$ cat config.mk
export PLATFORM = sky130hd
export DESIGN_NAME = core_test_wrapper
export DESIGN_NICKNAME = d
export VERILOG_FILES = /design/src/rtl/tw_pkg.sv /design/src/rtl/tw_instr_reg.sv /design/src/rtl/tw_bypass_bit.sv /design/src/rtl/tw_bound_cell.sv /design/src/rtl/core_test_wrapper.sv
export SDC_FILE = /design/constraint.sdc
export NUM_CORES = 1
export LEC_CHECK = 0
export BUFFER_PORTS_ARGS = -buffer_cell sky130_fd_sc_hd__buf_4
export CORE_MARGIN = 5
export CORE_UTILIZATION = 58
export DETAILED_ROUTE_END_ITERATION = 8
export GPL_ROUTABILITY_DRIVEN = 0
export MAX_ROUTING_LAYER = met4
export PLACE_DENSITY = 0.83
export SLEW_MARGIN = 0
export SYNTH_ARGS = -nofsm -noshare
export SYNTH_HDL_FRONTEND = slang
export SYNTH_SLANG_ARGS = --single-unit
$ cat constraint.sdc
create_clock -name tw_clk -period 2.48 [get_ports tw_clk]
set_input_delay 0.124 -clock tw_clk [delete_from_list [all_inputs] [get_ports tw_clk]]
set_output_delay 0.124 -clock tw_clk [all_outputs]
set_load 0.03 [all_outputs]
$ cat src/rtl/tw_pkg.sv
`timescale 1ns/1ps
package tw_pkg;
    localparam int IR_W = 3;
    localparam logic [IR_W-1:0] OP_BYPASS = 3'b000;
    localparam logic [IR_W-1:0] OP_EXTEST = 3'b001;
    localparam logic [IR_W-1:0] OP_INTEST = 3'b010;

    typedef enum logic [1:0] {MODE_NORMAL, MODE_EXT, MODE_INT} tw_mode_e;

    function automatic tw_mode_e decode_op(input logic [IR_W-1:0] op);
        case (op)
            OP_EXTEST: return MODE_EXT;
            OP_INTEST: return MODE_INT;
            default:   return MODE_NORMAL;
        endcase
    endfunction
endpackage

$ cat src/rtl/tw_instr_reg.sv
`timescale 1ns/1ps
module tw_instr_reg
    import tw_pkg::*;
(
    input  logic            clk,
    input  logic            rst_n,
    input  logic            ser_in,
    input  logic            sel,
    input  logic            cap,
    input  logic            shift,
    input  logic            upd,
    output logic [IR_W-1:0] op,
    output logic            tail
);
    typedef struct packed {
        logic [IR_W-1:0] sh;
        logic [IR_W-1:0] act;
    } ir_state_t;

    ir_state_t st_d, st_q;

    always_comb begin
        st_d = st_q;
        if (sel) begin
            if (cap)        st_d.sh = st_q.act;
            else if (shift) st_d.sh = {ser_in, st_q.sh[IR_W-1:1]};
            if (upd)        st_d.act = st_q.sh;
        end
    end

    always_ff @(posedge clk or negedge rst_n) begin
        if (!rst_n) st_q <= '{sh: '0, act: OP_BYPASS};
        else        st_q <= st_d;
    end

    assign op   = st_q.act;
    assign tail = st_q.sh[0];

    p_hold_without_update_r2: assert property (@(posedge clk) disable iff (!rst_n)
        !(sel && upd) |=> $stable(op));
endmodule

$ cat src/rtl/tw_bypass_bit.sv
`timescale 1ns/1ps
module tw_bypass_bit (
    input  logic clk,
    input  logic rst_n,
    input  logic ser_in,
    input  logic en,
    input  logic cap,
    input  logic shift,
    output logic q
);
    logic byp_d, byp_q;

    always_comb begin
        byp_d = byp_q;
        if (en) begin
            if (cap)        byp_d = 1'b0;
            else if (shift) byp_d = ser_in;
        end
    end

    always_ff @(posedge clk or negedge rst_n) begin
        if (!rst_n) byp_q <= 1'b0;
        else        byp_q <= byp_d;
    end

    assign q = byp_q;

    p_byp_shift_r5: assert property (@(posedge clk) disable iff (!rst_n)
        (en && shift && !cap) |=> (q == $past(ser_in)));
endmodule

$ cat src/rtl/tw_bound_cell.sv
`timescale 1ns/1ps
module tw_bound_cell (
    input  logic clk,
    input  logic rst_n,
    input  logic func_in,
    input  logic scan_in,
    input  logic cap,
    input  logic shift,
    input  logic upd,
    input  logic drive,
    output logic func_out,
    output logic scan_out
);
    typedef struct packed {
        logic cap_bit;
        logic upd_bit;
    } cell_state_t;

    cell_state_t st_d, st_q;

    always_comb begin
        st_d = st_q;
        if (cap)        st_d.cap_bit = func_in;
        else if (shift) st_d.cap_bit = scan_in;
        if (upd)        st_d.upd_bit = st_q.cap_bit;
    end

    always_ff @(posedge clk or negedge rst_n) begin
        if (!rst_n) st_q <= '0;
        else        st_q <= st_d;
    end

    assign func_out = drive ? st_q.upd_bit : func_in;
    assign scan_out = st_q.cap_bit;

    p_upd_hold_r10: assert property (@(posedge clk) disable iff (!rst_n)
        !upd |=> $stable(st_q.upd_bit));
endmodule

$ cat src/rtl/core_test_wrapper.sv
`timescale 1ns/1ps
module core_test_wrapper
    import tw_pkg::*;
#(
    parameter int N_IN  = 4,
    parameter int N_OUT = 4
) (
    input  logic             tw_clk,
    input  logic             tw_rst_n,
    input  logic             ser_in,
    input  logic             sel_instr,
    input  logic             cap_en,
    input  logic             shift_en,
    input  logic             upd_en,
    output logic             ser_out,
    input  logic [N_IN-1:0]  pin_in,
    output logic [N_IN-1:0]  core_in,
    input  logic [N_OUT-1:0] core_out,
    output logic [N_OUT-1:0] pin_out
);
    localparam int CHAIN_LEN = N_IN + N_OUT;

    logic [IR_W-1:0]      op;
    logic                 ir_tail;
    tw_mode_e             mode;
    logic                 byp_sel, bnd_sel, byp_q;
    logic [CHAIN_LEN:0]   chain;
    logic [CHAIN_LEN-1:0] cell_fin, cell_fout;
    logic                 so_d, so_q;

    tw_instr_reg u_ir (
        .clk(tw_clk), .rst_n(tw_rst_n), .ser_in(ser_in), .sel(sel_instr),
        .cap(cap_en), .shift(shift_en), .upd(upd_en), .op(op), .tail(ir_tail)
    );

    assign mode    = decode_op(op);
    assign byp_sel = !sel_instr && (mode == MODE_NORMAL);
    assign bnd_sel = !sel_instr && (mode != MODE_NORMAL);

    tw_bypass_bit u_byp (
        .clk(tw_clk), .rst_n(tw_rst_n), .ser_in(ser_in), .en(byp_sel),
        .cap(cap_en), .shift(shift_en), .q(byp_q)
    );

    assign chain[0] = ser_in;
    assign cell_fin = {core_out, pin_in};

    for (genvar k = 0; k < CHAIN_LEN; k++) begin : g_cell
        logic drv;
        if (k < N_IN) begin : g_in_side
            assign drv = (mode == MODE_INT);
        end else begin : g_out_side
            assign drv = (mode == MODE_EXT);
        end
        tw_bound_cell u_cell (
            .clk(tw_clk), .rst_n(tw_rst_n), .func_in(cell_fin[k]),
            .scan_in(chain[k]), .cap(bnd_sel && cap_en),
            .shift(bnd_sel && shift_en), .upd(bnd_sel && upd_en),
            .drive(drv), .func_out(cell_fout[k]), .scan_out(chain[k+1])
        );
    end

    assign core_in = cell_fout[N_IN-1:0];
    assign pin_out = cell_fout[CHAIN_LEN-1:N_IN];

    always_comb begin
        if (sel_instr)    so_d = ir_tail;
        else if (bnd_sel) so_d = chain[CHAIN_LEN];
        else              so_d = byp_q;
    end

    always_ff @(negedge tw_clk or negedge tw_rst_n) begin
        if (!tw_rst_n) so_q <= 1'b0;
        else           so_q <= so_d;
    end

    assign ser_out = so_q;

    p_normal_pass_r4: assert property (@(posedge tw_clk) disable iff (!tw_rst_n)
        (op == OP_BYPASS) |-> (core_in == pin_in && pin_out == core_out));
    p_ext_core_side_r8: assert property (@(posedge tw_clk) disable iff (!tw_rst_n)
        (op == OP_EXTEST) |-> (core_in == pin_in));
    p_int_pin_side_r9: assert property (@(posedge tw_clk) disable iff (!tw_rst_n)
        (op == OP_INTEST) |-> (pin_out == core_out));
endmodule

# --- Word-level counts from Yosys, hierarchy flattened ---
# Index checks and enable logic that the tools add are counted.
op_classes:
  n_mux: 31
  reduce_logical: 13
  eq_ne: 4
op_table:
  columns: ["cell", "count"]
  rows:
  - ["$mux W1", 28]
  - ["$mux W3", 2]
  - ["$reduce_and A2 Y1", 3]
  - ["$reduce_bool A2 Y1", 3]
  - ["$logic_and A1 B1 Y1", 5]
  - ["$pmux W2 S2", 1]
  - ["$eq A3 B1 Y1 const B", 1]
  - ["$eq A3 B2 Y1 const B", 1]
  - ["$eq A2 B1 Y1 const B", 1]
  - ["$eq A2 B2 Y1 const B", 1]
  - ["$logic_not A2 Y1", 1]
  - ["$logic_not A1 Y1", 1]
totals:
  register_bits: 24
  output_inout_bits: 9
  elab_cells: 68
  inputBits: 15

# --- Depth between registers and ports, before layout ---
# Gate-level depths: netlist of run 1.
depth:
  ltp_word: 7
  ltp_mapped: 4

# --- By module ---
# From an unflattened synthesis of run 1, not the netlist that was laid out.
hier_totals:
  hier_cells: 102
  area_unflattened_um2: 1222.4
by_module_without_submodules:
  columns: ["module", "seq_area_each_um2", "cells_each", "instances", "area_each_um2"]
  rows:
  - ["tw_bound_cell", 50.0, 7, 8, 95.1]
  - ["tw_instr_reg", 150.1, 27, 1, 299.0]
  - ["core_test_wrapper", 25.0, 14, 1, 110.1]
  - ["tw_bypass_bit", 25.0, 5, 1, 52.6]

==> impl_metrics.tcl, run 1 <==
set metrics [dict create \
    cts.clk_slew.worst_paths_ps 130 \
    die_h_um 56.8 \
    cp-start-kind "register" \
    yosysSeqAreaShare_pct 47.2 \
    grt_first_pass_wirelength_um 4130 \
    setup-tns-final_ps 0 \
    synthFlopType "dfrtp_1" \
    grt_max_degree 25 \
    dp_slack_ps 46.4 \
    setup.worst_path.class "reg2reg" \
    die_w_um 56.8 \
    busiest_layer "met2" \
    max_slew_margin_pct 56.0 \
    postSynthAreaPerCell_sq_um 13.0 \
    hold_viol 0 \
    syn_inst 98 \
    drv_slew 0 \
    clock_latency_ps 320 \
    grt_use_total_pct 17.1 \
    drtAntennaViolNets 0 \
    yosys-top-cells-count "mux2_2 (35), dfrtp_1 (23), buf_4 (8)" \
    drtPass1Iterations 4 \
    synth_area_leaders "dfrtp_1 (45%), mux2_2 (31%), buf_4 (4.7%), dfrtn_1 (2.0%), nor4b_4 (1.9%)" \
    first_global_vias 895 \
    synthToLayoutAreaGrowth_pct 18.1 \
    die-area_sq_um 3230 \
    yosysUniqueCellTypes 20 \
    antenna_found_initial 0 \
    grt_util_met2_pct 29.2 \
    synth_largest_area_cell "dfrtp_1" \
    final_core_util_pct 69.9 \
    path_max_fanout 5 \
    initial_core_util_pct 59.2 \
    yosysMostFrequentCell "mux2_2" \
    ir_drop_uv 552 \
    htree_levels 1 \
    hp-class "in2reg" \
    ff_latch_area_sq_um 603 \
    pwr_density_cell_nw_per_um2 960 \
    synth_compound_area_share_pct 5.91 \
    cts_sinks 24 \
    outcome "completed" \
    end_kind "register" \
    wire_per_inst_um 16.1 \
    ys_ff_latch 24 \
    port-buffer-count 23 \
    coreArea_sq_um 2150 \
    nets 135 \
    required_ps 1550 \
    synthAdderAreaFrac_pct 0 \
    synth_edf_count 0 \
    core.rowCount 17 \
    setup_viol 0 \
    dp_hpwl_um 1780 \
    pin_count 24 \
    synth-xor-area-share_pct 1.28 \
    vias 821 \
    skew_ps 9.79 \
    tightest_slew_ps 658 \
    totalWireLength_um 2370 \
    fillers 158 \
    synth_top_family_by_area "multiplexers" \
    grt_util_met1_pct 19.3 \
    async_flop_share_pct 100 \
    synth_area_sq_um 1270 \
    p_leak_nw 0.668 \
    gr-total-overflow 0 \
    drc 0 \
    ys_warn_count 0 \
    root_buffer "clkbuf_4" \
    synth_top_cell_area_share_pct 45.3 \
    cts_tree "done" \
    antennaDiodeCount 0 \
    setup_ws_ps 25.5 \
    cp_data_arrival_time_ps 1520 \
    viasPerCell 5.59 \
    use_met3_pct 3.91 \
    layout-drive-gt1-share_pct 60.5 \
    drv_cap 0 \
    synth_nets 113 \
    synth_mux_area_share_pct 31.0 \
    cts_buffers 3 \
    synth_simple_gate_area_share_pct 8.37 \
    drtIter0Drc 3 \
    cts_resized 0 \
    grt_setup_unrepaired "no" \
    clk_path_buf_depth 2 \
    multi_input_area_sq_um 607 \
]
==> where the power goes <==
group          switching [mW]  internal (mW)  leakage, nW  total [mW]
logic                   0.252          0.321        0.342       0.573
clock network           0.120         0.0897       0.0210       0.209
registers               0.108          0.550        0.305       0.659
==> cells by family (layout without fill, tap and decap cells) <==
logic type / Yosys count / after routing
AND/OR/NAND/NOR: 14 / 14
XOR/XNOR: 1 / 1
AO/OA/AOI/OAI: 11 / 11
flip-flops: 24 / 24
buffers and inverters: 13 / 34
multiplexers: 35 / 35
==> layer usage <==
| metal | vias up | part of all wire (%) |
|---|---|---|
| met5 | - | 0 |
| met4 | 0 | 2.1 |
| met1 | 406 | 43 |
| met2 | 16 | 51 |
| li1 | 394 | - |
| met3 | 5 | 3.6 |
==> timing repair <==
item                                   in CTS  in global routing
hold buffers                                1                  0
endpoints found under the hold margin      23                  0
buffers inserted                            0                  0
==> cell usage in the layout (no fill, tap or decap) <==
cell / n
nand2_1: 6
or4b_4: 1
o2111ai_1: 1
o21a_1: 1
clkbuf_8: 1
clkbuf_4: 3
o211ai_1: 1
nor3b_1: 2
dfrtp_2: 2
dfrtn_1: 1
o21ai_0: 4
o311ai_1: 1
a22oi_1: 3
inv_1: 2
nor2_1: 2
nor4b_4: 1
xnor2_4: 1
mux2_2: 35
nor2b_1: 1
buf_4: 27
dfrtp_1: 21
nor4_4: 1
dlygate4sd3_1: 1
==> per-stage QoR <==
stage	hold WS, ps	area [sq um]	power [mW]	std cells
after floorplan	-172	1290	1.09	98
after global placement	36.4	1460	1.22	142
after detailed placement	40.9	1460	1.25	142
after CTS	115	1500	1.46	147
after global routing	131	1500	1.53	147
final	129	1500	1.44	147
==> final timing paths <==
| kind | depth (start not counted) | from | to | slack, ps |
|---|---|---|---|---|
| worst max-delay path | 3 | u_ir.op[0] | ser_out | 30 |
| worst min-delay path | 4 | shift_en | u_byp.q | 130 |
| min in group asynchronous | 2 | tw_rst_n | u_byp.q | 210 |
| max in group asynchronous | 2 | tw_rst_n | ser_out | 860 |
| worst max register to register | 3 | u_ir.op[0] | ser_out | 30 |
| worst min register to register | 2 | u_byp.q | u_byp.q | 520 |
==> flip-flops by register name (all words and copies together), names as in the netlist <==
signal,cells
ser_out,1
u_byp.q,1
g_cell.u_cell.scan_out,8
u_ir.tail,1
g_cell.u_cell.st_q,8
u_ir.st_q,2
u_ir.op,3
==> critical path: stages (launching register included) <==
cell      delay, ps
dfrtp_2         480
xnor2_4         160
or4b_4          470
o311ai_1         90
==> final cells by class <==
cell class                      instances  area share, %
Multi-Input combinational cell         61           40.4
Sequential cell                        24           40.2
Timing Repair Buffer                   28           14.2
Clock buffer                            4           2.42
Tap cell                               28           2.33
Inverter                                2          0.500
Note: power is estimated with default switching activity, not from simulation.
==> run 2: changes to the inputs <==
--- a/config.mk
+++ b/config.mk
@@ -7,11 +7,10 @@
 export LEC_CHECK = 0
 export BUFFER_PORTS_ARGS = -buffer_cell sky130_fd_sc_hd__buf_4
 export CORE_MARGIN = 5
-export CORE_UTILIZATION = 58
+export CORE_UTILIZATION = 40
 export DETAILED_ROUTE_END_ITERATION = 8
 export GPL_ROUTABILITY_DRIVEN = 0
 export MAX_ROUTING_LAYER = met4
-export PLACE_DENSITY = 0.83
 export SLEW_MARGIN = 0
 export SYNTH_ARGS = -nofsm -noshare
 export SYNTH_HDL_FRONTEND = slang
==> impl_metrics.tcl, run 2 (synthesis results as in run 1) <==
set metrics [dict create \
    cts_buffers 3 \
    layout_common_cells "mux2_2 (35), buf_4 (28), dfrtp_1 (21), nand2_1 (6), o21ai_0 (4)" \
    synthToLayoutAreaGrowth_pct 19.5 \
    intPower_uw 940 \
    max_slew_margin_pct 55.8 \
    stdcell_area_sq_um 1520 \
    core.rowCount 20 \
    drtAntennaViolNets 0 \
    coreArea_sq_um 3050 \
    whs_path_depth 3 \
    gr-total-overflow 0 \
    setup-tns-final_ps 0 \
    top_layer_used "met4" \
    totalWireLength_um 2410 \
    setup_ws_ps 65.0 \
    cp.depth 3 \
    dp.cells 158 \
    drv_cap 0 \
    die_w_um 66.4 \
    initial_core_util_pct 41.6 \
    cts_tree "done" \
    placed_area_sq_um 1480 \
    drtPass1Iterations 4 \
    wl_met2_um 1210 \
    grt_max_degree 25 \
    skew_ps 14.4 \
    antenna_found_initial 0 \
    nets 136 \
    final_core_util_pct 49.8 \
    htree_levels 1 \
    vias 816 \
    power_switching_share_pct 33.6 \
    drc 0 \
    grt_use_total_pct 12.9 \
    pwr_density_cell_nw_per_um2 931 \
    pin_count 24 \
    required_ps 1550 \
    dp_hpwl_um 1780 \
    ir_drop_uv 411 \
    rr_worst_depth 3 \
    grt_first_pass_wirelength_um 4220 \
    fillers 303 \
    end_kind "register" \
    power_switching_uw 475 \
    met1_length_um 1100 \
    first_global_vias 869 \
    layout_commonest_cell "mux2_2" \
    tightest_slew_ps 660 \
    cp-start-kind "register" \
    port-buffer-count 23 \
    cts_sinks 24 \
    max_stage_delay_ps 470 \
    outcome "completed" \
    pwr-share-comb_pct 40.9 \
    cts.clk_slew.worst_paths_ps 130 \
    setup.worst_path.class "reg2reg" \
    dp_slack_ps 67.9 \
    clk_path_buf_depth 2 \
    clock_latency_ps 320 \
    critPathBufInv 0 \
    critical-path-top-delay-family "flip-flops" \
    setup_viol 0 \
    hp-class "in2reg" \
    antennaDiodeCount 0 \
    total_power_mw 1.41 \
    pwr-share-seq_pct 46.5 \
    power.share.clock_pct 12.5 \
    wire_per_inst_um 14.7 \
    layout-drive-gt1-share_pct 60.0 \
    path_max_fanout 4 \
    dr_wl_met3_um 70 \
    whs_ps 115 \
    final_cells 164 \
    root_buffer "clkbuf_4" \
    drv_slew 0 \
    viasPerCell 4.98 \
    die-area_sq_um 4410 \
    cp_cell_sequence "xnor2_4 -> or4b_4 -> o311ai_1" \
    cp_data_arrival_time_ps 1490 \
    hold_viol 0 \
    die_h_um 66.4 \
    p_leak_nw 0.668 \
    drtIter0Drc 16 \
    cts_resized 0 \
    grt_setup_unrepaired "no" \
    cpMaxStageDelayCell "dfrtp_2" \
]
run 2: cell types whose count changed in the layout (fill, tap and decap cells not counted):
cell      delta
clkbuf_8     -1
clkbuf_1     +1
buf_4        +1
run 2: repair_timing:
item,CTS,global route
hold endpoints to repair,23,0
hold buffers,1,0
buffers inserted,0,1
setup endpoints to repair,0,1
run 2: worst paths after layout:
path                                             to  slack [ps]                     start
max reg2reg                                 ser_out          70                u_ir.op[0]
min reg2reg                g_cell[6].u_cell.st_q[0]         520  g_cell[6].u_cell.st_q[0]
min in group asynchronous  g_cell[0].u_cell.st_q[0]         230                  tw_rst_n
max                                         ser_out          70                u_ir.op[0]
max in group asynchronous                   ser_out         840                  tw_rst_n
min                                    u_ir.st_q[5]         120                    ser_in
run 2: worst min-delay path: stages:
cell and delay, ps:
buf_4 90, a22oi_1 50, o21ai_0 130
run 2: final cells by class:
type,instances,area (sq um),area share (%)
well taps,44,55.1,3.62
multi-input cells,61,607,40.0
flip-flops and latches,24,603,39.7
repair buffers,29,220,14.5
clock buffers,4,26.3,1.73
inverters,2,7.51,0.494
run 2: power by group through the flow:
stage	combinational, mW	sequential [mW]	clock, mW
after global placement	0.565	0.660	0
final	0.579	0.658	0.177
after global routing	0.629	0.681	0.199
after CTS	0.581	0.660	0.184
after floorplan	0.443	0.647	0
after detailed placement	0.577	0.668	0
run 2: metal layers:
| metal | GRT usage (%) | up-vias |
|---|---|---|
| li1 | - | 392 |
| met1 | 16.5 | 407 |
| met2 | 20.2 | 13 |
| met3 | 2.72 | 4 |
| met4 | 4.57 | 0 |
| met5 | - | - |
